===== src/rtl/ulb_pkg.sv =====
package ulb_pkg;
   localparam int MDM_N   = 4;
   localparam int MDM_RI  = 0;
   localparam int MDM_CTS = 1;
   localparam int MDM_DCD = 2;
   localparam int MDM_DSR = 3;

   typedef enum logic [1:0] {
      SRC_NONE = 2'd0,
      SRC_TX   = 2'd1,
      SRC_BRK  = 2'd2,
      SRC_EXT  = 2'd3
   } push_src_e;
endpackage


===== src/rtl/ulb_modem_map.sv =====
module ulb_modem_map #(
   parameter int N = 4
) (
   input  logic         clk,
   input  logic         rst_n,
   input  logic         upd_en,
   input  logic [N-1:0] ctl_outs,
   output logic [N-1:0] flags,
   output logic [N-1:0] irq,
   output logic         irq_upd
);
   generate
      if (N < 1) begin : g_bad_n
         $error("ulb_modem_map: N must be at least 1");
      end
   endgenerate

   // One flag/interrupt pair per modem line; both rebuilt wholesale on update.
   genvar gi;
   generate
      for (gi = 0; gi < N; gi++) begin : g_line
         logic flag_q;
         logic irq_q;
         always_ff @(posedge clk or negedge rst_n) begin
            if (!rst_n) begin
               flag_q <= 1'b0;
               irq_q  <= 1'b0;
            end else if (upd_en) begin
               flag_q <= ctl_outs[gi];
               irq_q  <= ctl_outs[gi];
            end
         end
         assign flags[gi] = flag_q;
         assign irq[gi]   = irq_q;
      end
   endgenerate

   always_ff @(posedge clk or negedge rst_n) begin
      if (!rst_n) irq_upd <= 1'b0;
      else        irq_upd <= upd_en;
   end
endmodule


===== src/rtl/ulb_brk_edge.sv =====
module ulb_brk_edge (
   input  logic clk,
   input  logic rst_n,
   input  logic lpbk,
   input  logic brk,
   input  logic tx_busy,
   output logic fire
);
   logic brk_q;
   logic pend_q;
   logic pend_n;
   logic rise;

   assign rise = lpbk & brk & ~brk_q;
   assign fire = lpbk & ~tx_busy & (rise | pend_q);

   always_comb begin
      pend_n = pend_q;
      if (!lpbk)                pend_n = 1'b0;
      else if (rise && tx_busy) pend_n = 1'b1;
      else if (fire)            pend_n = 1'b0;
   end

   always_ff @(posedge clk or negedge rst_n) begin
      if (!rst_n) begin
         brk_q  <= 1'b0;
         pend_q <= 1'b0;
      end else begin
         brk_q  <= brk;
         pend_q <= pend_n;
      end
   end
endmodule


===== src/rtl/ulb_push_sel.sv =====
module ulb_push_sel
   import ulb_pkg::*;
#(
   parameter int DATA_W  = 8,
   parameter int WORD_W  = 12,
   parameter int BRK_POS = 10
) (
   input  logic              lpbk,
   input  logic              tx_wr,
   input  logic [DATA_W-1:0] tx_data,
   input  logic              brk_fire,
   input  logic              ext_vld,
   input  logic [WORD_W-1:0] ext_word,
   output logic              push,
   output logic [WORD_W-1:0] word
);
   localparam int PAD_W = WORD_W - DATA_W;
   localparam logic [WORD_W-1:0] BRK_WORD = {{(WORD_W-1){1'b0}}, 1'b1} << BRK_POS;

   generate
      if (PAD_W < 1) begin : g_bad_w
         $error("ulb_push_sel: WORD_W must exceed DATA_W");
      end
   endgenerate

   push_src_e src;

   always_comb begin
      if (lpbk) begin
         if (tx_wr)         src = SRC_TX;
         else if (brk_fire) src = SRC_BRK;
         else               src = SRC_NONE;
      end else begin
         src = ext_vld ? SRC_EXT : SRC_NONE;
      end
   end

   always_comb begin
      push = (src != SRC_NONE);
      unique case (src)
         SRC_TX:  word = {{PAD_W{1'b0}}, tx_data};
         SRC_BRK: word = BRK_WORD;
         SRC_EXT: word = ext_word;
         default: word = '0;
      endcase
   end
endmodule


===== src/rtl/uart_lpbk_ctrl.sv =====
module uart_lpbk_ctrl
   import ulb_pkg::*;
#(
   parameter int DATA_W  = 8,
   parameter int WORD_W  = 12,
   parameter int BRK_POS = 10
) (
   input  logic              clk,
   input  logic              rst_n,
   input  logic              ctl_wr,
   input  logic              ctl_lpbk,
   input  logic              ctl_out2,
   input  logic              ctl_out1,
   input  logic              ctl_rts,
   input  logic              ctl_dtr,
   input  logic              tx_wr,
   input  logic [DATA_W-1:0] tx_data,
   input  logic              brk_req,
   input  logic              ext_rx_vld,
   input  logic [WORD_W-1:0] ext_rx_word,
   output logic [3:0]        mdm_flags,
   output logic [3:0]        ms_irq,
   output logic              ms_irq_upd,
   output logic              rx_push,
   output logic [WORD_W-1:0] rx_word
);
   generate
      if (BRK_POS >= WORD_W) begin : g_bad_brk
         $error("uart_lpbk_ctrl: BRK_POS must lie inside WORD_W");
      end
      if (DATA_W > BRK_POS) begin : g_bad_data
         $error("uart_lpbk_ctrl: data bits must sit below BRK_POS");
      end
   endgenerate

   logic [MDM_N-1:0] outs_map;
   logic             map_upd;
   logic             brk_fire;

   always_comb begin
      outs_map          = '0;
      outs_map[MDM_RI]  = ctl_out2;
      outs_map[MDM_CTS] = ctl_rts;
      outs_map[MDM_DCD] = ctl_out1;
      outs_map[MDM_DSR] = ctl_dtr;
   end

   assign map_upd = ctl_wr & ctl_lpbk;

   ulb_modem_map #(.N(MDM_N)) map_i (
      .clk      (clk),
      .rst_n    (rst_n),
      .upd_en   (map_upd),
      .ctl_outs (outs_map),
      .flags    (mdm_flags),
      .irq      (ms_irq),
      .irq_upd  (ms_irq_upd)
   );

   ulb_brk_edge brk_i (
      .clk     (clk),
      .rst_n   (rst_n),
      .lpbk    (ctl_lpbk),
      .brk     (brk_req),
      .tx_busy (tx_wr),
      .fire    (brk_fire)
   );

   ulb_push_sel #(.DATA_W(DATA_W), .WORD_W(WORD_W), .BRK_POS(BRK_POS)) sel_i (
      .lpbk     (ctl_lpbk),
      .tx_wr    (tx_wr),
      .tx_data  (tx_data),
      .brk_fire (brk_fire),
      .ext_vld  (ext_rx_vld),
      .ext_word (ext_rx_word),
      .push     (rx_push),
      .word     (rx_word)
   );
endmodule


===== config.mk =====
export PLATFORM = sky130hd
export DESIGN_NAME = uart_lpbk_ctrl
export DESIGN_NICKNAME = d
export VERILOG_FILES = /design/src/rtl/ulb_pkg.sv /design/src/rtl/ulb_modem_map.sv /design/src/rtl/ulb_brk_edge.sv /design/src/rtl/ulb_push_sel.sv /design/src/rtl/uart_lpbk_ctrl.sv
export SDC_FILE = /design/constraint.sdc
export NUM_CORES = 1
export LEC_CHECK = 0
export BUFFER_PORTS_ARGS = -buffer_cell sky130_fd_sc_hd__buf_2
export CAP_MARGIN = 20
export CORE_UTILIZATION = 34
export CTS_CLUSTER_SIZE = 20
export DETAILED_ROUTE_END_ITERATION = 10
export GPL_TIMING_DRIVEN = 0
export PLACE_DENSITY = 0.79
export SLEW_MARGIN = 10
export SYNTH_ARGS = -nofsm -noshare
export SYNTH_HDL_FRONTEND = slang
export SYNTH_SLANG_ARGS = --single-unit

===== constraint.sdc =====
create_clock -name clk -period 1.3 [get_ports clk]
set_input_delay 0 -clock clk [delete_from_list [all_inputs] [get_ports clk]]
set_output_delay 0 -clock clk [all_outputs]
set_load 0.01 [all_outputs]

==> flow_metrics.env <==
export IMPL_syn_nets=77
export IMPL_synth_area_um2=455.4
export IMPL_ant_nets=0
export IMPL_tightest_slew_ns=0.2620
export IMPL_htreeDepth=1
export IMPL_max_stage_delay_ns=0.53
export IMPL_start_kind="input pin"
export IMPL_total_leakage_power_nw=0.4687
export IMPL_crit_path_frequent_cell="buf_2"
export IMPL_grt_use_total_pct=19.20
export IMPL_wl_um=1394
export IMPL_clock_sinks=7
export IMPL_hp_class="in2reg"
export IMPL_ys_seq_elements=7
export IMPL_required_ns=1.30
export IMPL_yosysMostFrequentCell="buf_4"
export IMPL_finalHoldViolCount=0
export IMPL_netlist_instances=46
export IMPL_synth_ff_type="dfrtp_1"
export IMPL_grt_pass1_vias=428
export IMPL_period_share_pct=88.35
export IMPL_drv_slew=0
export IMPL_die_h_um=38.60
export IMPL_vias=530
export IMPL_fmaxAchievable_mhz=870.7
export IMPL_antenna_found_initial=0
export IMPL_power_density_nw_per_um2=889.6
export IMPL_endpoint_kind="output pin"
export IMPL_synth_edf_count=0
export IMPL_cts_root_buf="clkbuf_4"
export IMPL_drc=0
export IMPL_fin_crit_ns=1.149
export IMPL_crit_slowest_cell="dlygate4sd3_1"
export IMPL_cts_buffers=3
export IMPL_drive_gt1_share_pct=61.68
export IMPL_synth_top_cell_area_share_pct=38.46
export IMPL_rsz0062_at_grt="false"
export IMPL_dieArea_um2=1490
export IMPL_synth_area_leaders="dfrtp_1 38%, a32o_1 18%, buf_4 15%"
export IMPL_portBuffers=51
export IMPL_ys_seq_area_share_pct=38.46
export IMPL_initial_core_util_pct=38.89
export IMPL_routedWlPerCell_um=11.52
export IMPL_globalplace_congestion=0.6508
export IMPL_cp_cell_sequence="dlygate4sd3_1 > buf_2 > a21oi_1 > a31oi_1 > buf_2"
export IMPL_cts_max_path_buffers=2
export IMPL_nets=139
export IMPL_relSlewSlack_pct=82.53
export IMPL_ctsResizeCount=0
export IMPL_clock_skew_ns=0.00002540
export IMPL_grt_max_degree=11
export IMPL_cts_tree="built"
export IMPL_ir_worst_vdd_v=0.0006158
export IMPL_status="completed"
export IMPL_syn2layout_area_growth_pct=78.85
export IMPL_coreArea_um2=1171
export IMPL_criticalPathCategory="in2out"
export IMPL_fill_cells=106
export IMPL_diodes=0
export IMPL_die_w_um=38.60
export IMPL_clk_pin_slew_ns=0.05
export IMPL_crit_fanout=3
export IMPL_pin_count=53
export IMPL_via_per_inst=4.380
export IMPL_ys_types=14
export IMPL_num_rows=12
export IMPL_critPathArrivalTime_ns=1.15
export IMPL_clock_latency_ns=0.25
export IMPL_max_cap_viol_count=0
export IMPL_grt_pass1_wl_um=1925
export IMPL_synth_async_reset_ratio_pct=100.0
export IMPL_yosysWarningCount=0
export IMPL_synth_area_per_cell_um2=9.901
export IMPL_drt_iter0_markers=9
export IMPL_tns_ns=0
export IMPL_synth_top_cells_by_count="9 x buf_4, 8 x a32o_1, 7 x dfrtp_1"
export IMPL_yosys_area_top_type="dfrtp_1"
export IMPL_setup_violations=0
export IMPL_fin_util_pct=69.55
export IMPL_first_pass_iters=4
export IMPL_grt_overflow_total=0
[layer usage]
layer	GRT usage, %	vias up	wire, um
li1	-	278	-
met1	24.01	226	564
met2	30.00	22	738
met3	4.046	4	54
met4	11.21	0	36
met5	0	-	0
[stage by stage]
stage / cells / cell area [um2] / total power [mW] / hold WS (ns) / setup WS, ns
2_1_floorplan: 46 / 455.4 / 0.4030 / -0.2956 / 0.5329
3_3_place_gp: 111 / 728.2 / 0.5118 / -0.1652 / 0.4648
3_5_place_dp: 111 / 728.2 / 0.5224 / -0.1642 / 0.4622
4_1_cts: 121 / 814.5 / 0.7283 / 0.03589 / 0.1453
5_1_grt: 121 / 814.5 / 0.7739 / 0.05519 / 0.08899
6_report: 121 / 814.5 / 0.7246 / 0.03569 / 0.1514
[report_power, final]
| part | total, mW | leakage (nW) | switching [mW] | internal [mW] |
|---|---|---|---|---|
| Clock | 0.192 | 0.0150 | 0.0751 | 0.117 |
| Sequential | 0.258 | 0.0851 | 0.0163 | 0.241 |
| Combinational | 0.275 | 0.369 | 0.114 | 0.161 |
| Total | 0.725 | 0.469 | 0.206 | 0.519 |
[layout make-up]
cell class / instances / area [um2] / area share, %
timing repair buffer: 57 / 315.3 / 38.71
multi-input combinational: 25 / 191.4 / 23.50
sequential: 7 / 175.2 / 21.51
buffer: 11 / 77.57 / 9.524
clock buffer: 4 / 26.28 / 3.226
tap: 14 / 17.52 / 2.151
inverter: 3 / 11.26 / 1.382
[critical path: cells and delay by family]
family / cells / cell delay (ns)
buf+inv: 3 / 0.81
compound gates: 2 / 0.34
[sequential cells by signal, indices dropped and copies added, names as in the netlist]
register,flops
brk_i.pend_q,1
map_i.irq_upd,1
brk_i.brk_q,1
map_i.g_line.flag_q,4
[cells in the final DEF, fill, tap and decap left out, types with 2 or more instances in the layout]
| master | synthesis | routed |
|---|---|---|
| buf_2 | 2 | 53 |
| clkbuf_4 | 0 | 3 |
| buf_4 | 9 | 9 |
| dlygate4sd3_1 | 0 | 6 |
| a32o_1 | 8 | 8 |
| inv_1 | 3 | 3 |
| nand2_1 | 3 | 3 |
| nor2_1 | 2 | 2 |
| mux2_1 | 4 | 4 |
| dfrtp_1 | 7 | 7 |
| and2_1 | 3 | 3 |
[path summary, 6_finish.rpt]
check | startpoint | endpoint | slack [ns] | cells past startpoint
min in group asynchronous | rst_n | brk_i.pend_q$_DFFE_PN0P_ | 0.12 | 2
max in group asynchronous | rst_n | map_i.g_line[3].flag_q$_DFFE_PN0P_ | 1.02 | 2
setup / recovery | brk_req | rx_push | 0.15 | 5
setup reg to reg | map_i.g_line[1].flag_q$_DFFE_PN0P_ | map_i.g_line[1].flag_q$_DFFE_PN0P_ | 0.46 | 1
hold / removal | ctl_wr | map_i.irq_upd$_DFF_PN0_ | 0.04 | 3
hold reg to reg | brk_i.pend_q$_DFFE_PN0P_ | brk_i.pend_q$_DFFE_PN0P_ | 0.52 | 2
[repair_timing]
action | CTS | global route
hold buffers | 6 | 0
buffers inserted | 0 | 0
endpoints found under the hold margin | 12 | 0
[cells by family (layout without fill, tap and decap cells)]
logic type             after synthesis  in the layout  synth area share (%)
AO/OA/AOI/OAI                       11             11                 21.15
multiplexers                         4              4                 9.889
buffers and inverters               14             75                 19.50
AND/OR/NAND/NOR                     10             10                 10.99
flip-flops                           7              7                 38.46
No activity file was read; power rests on OpenSTA's default activity.
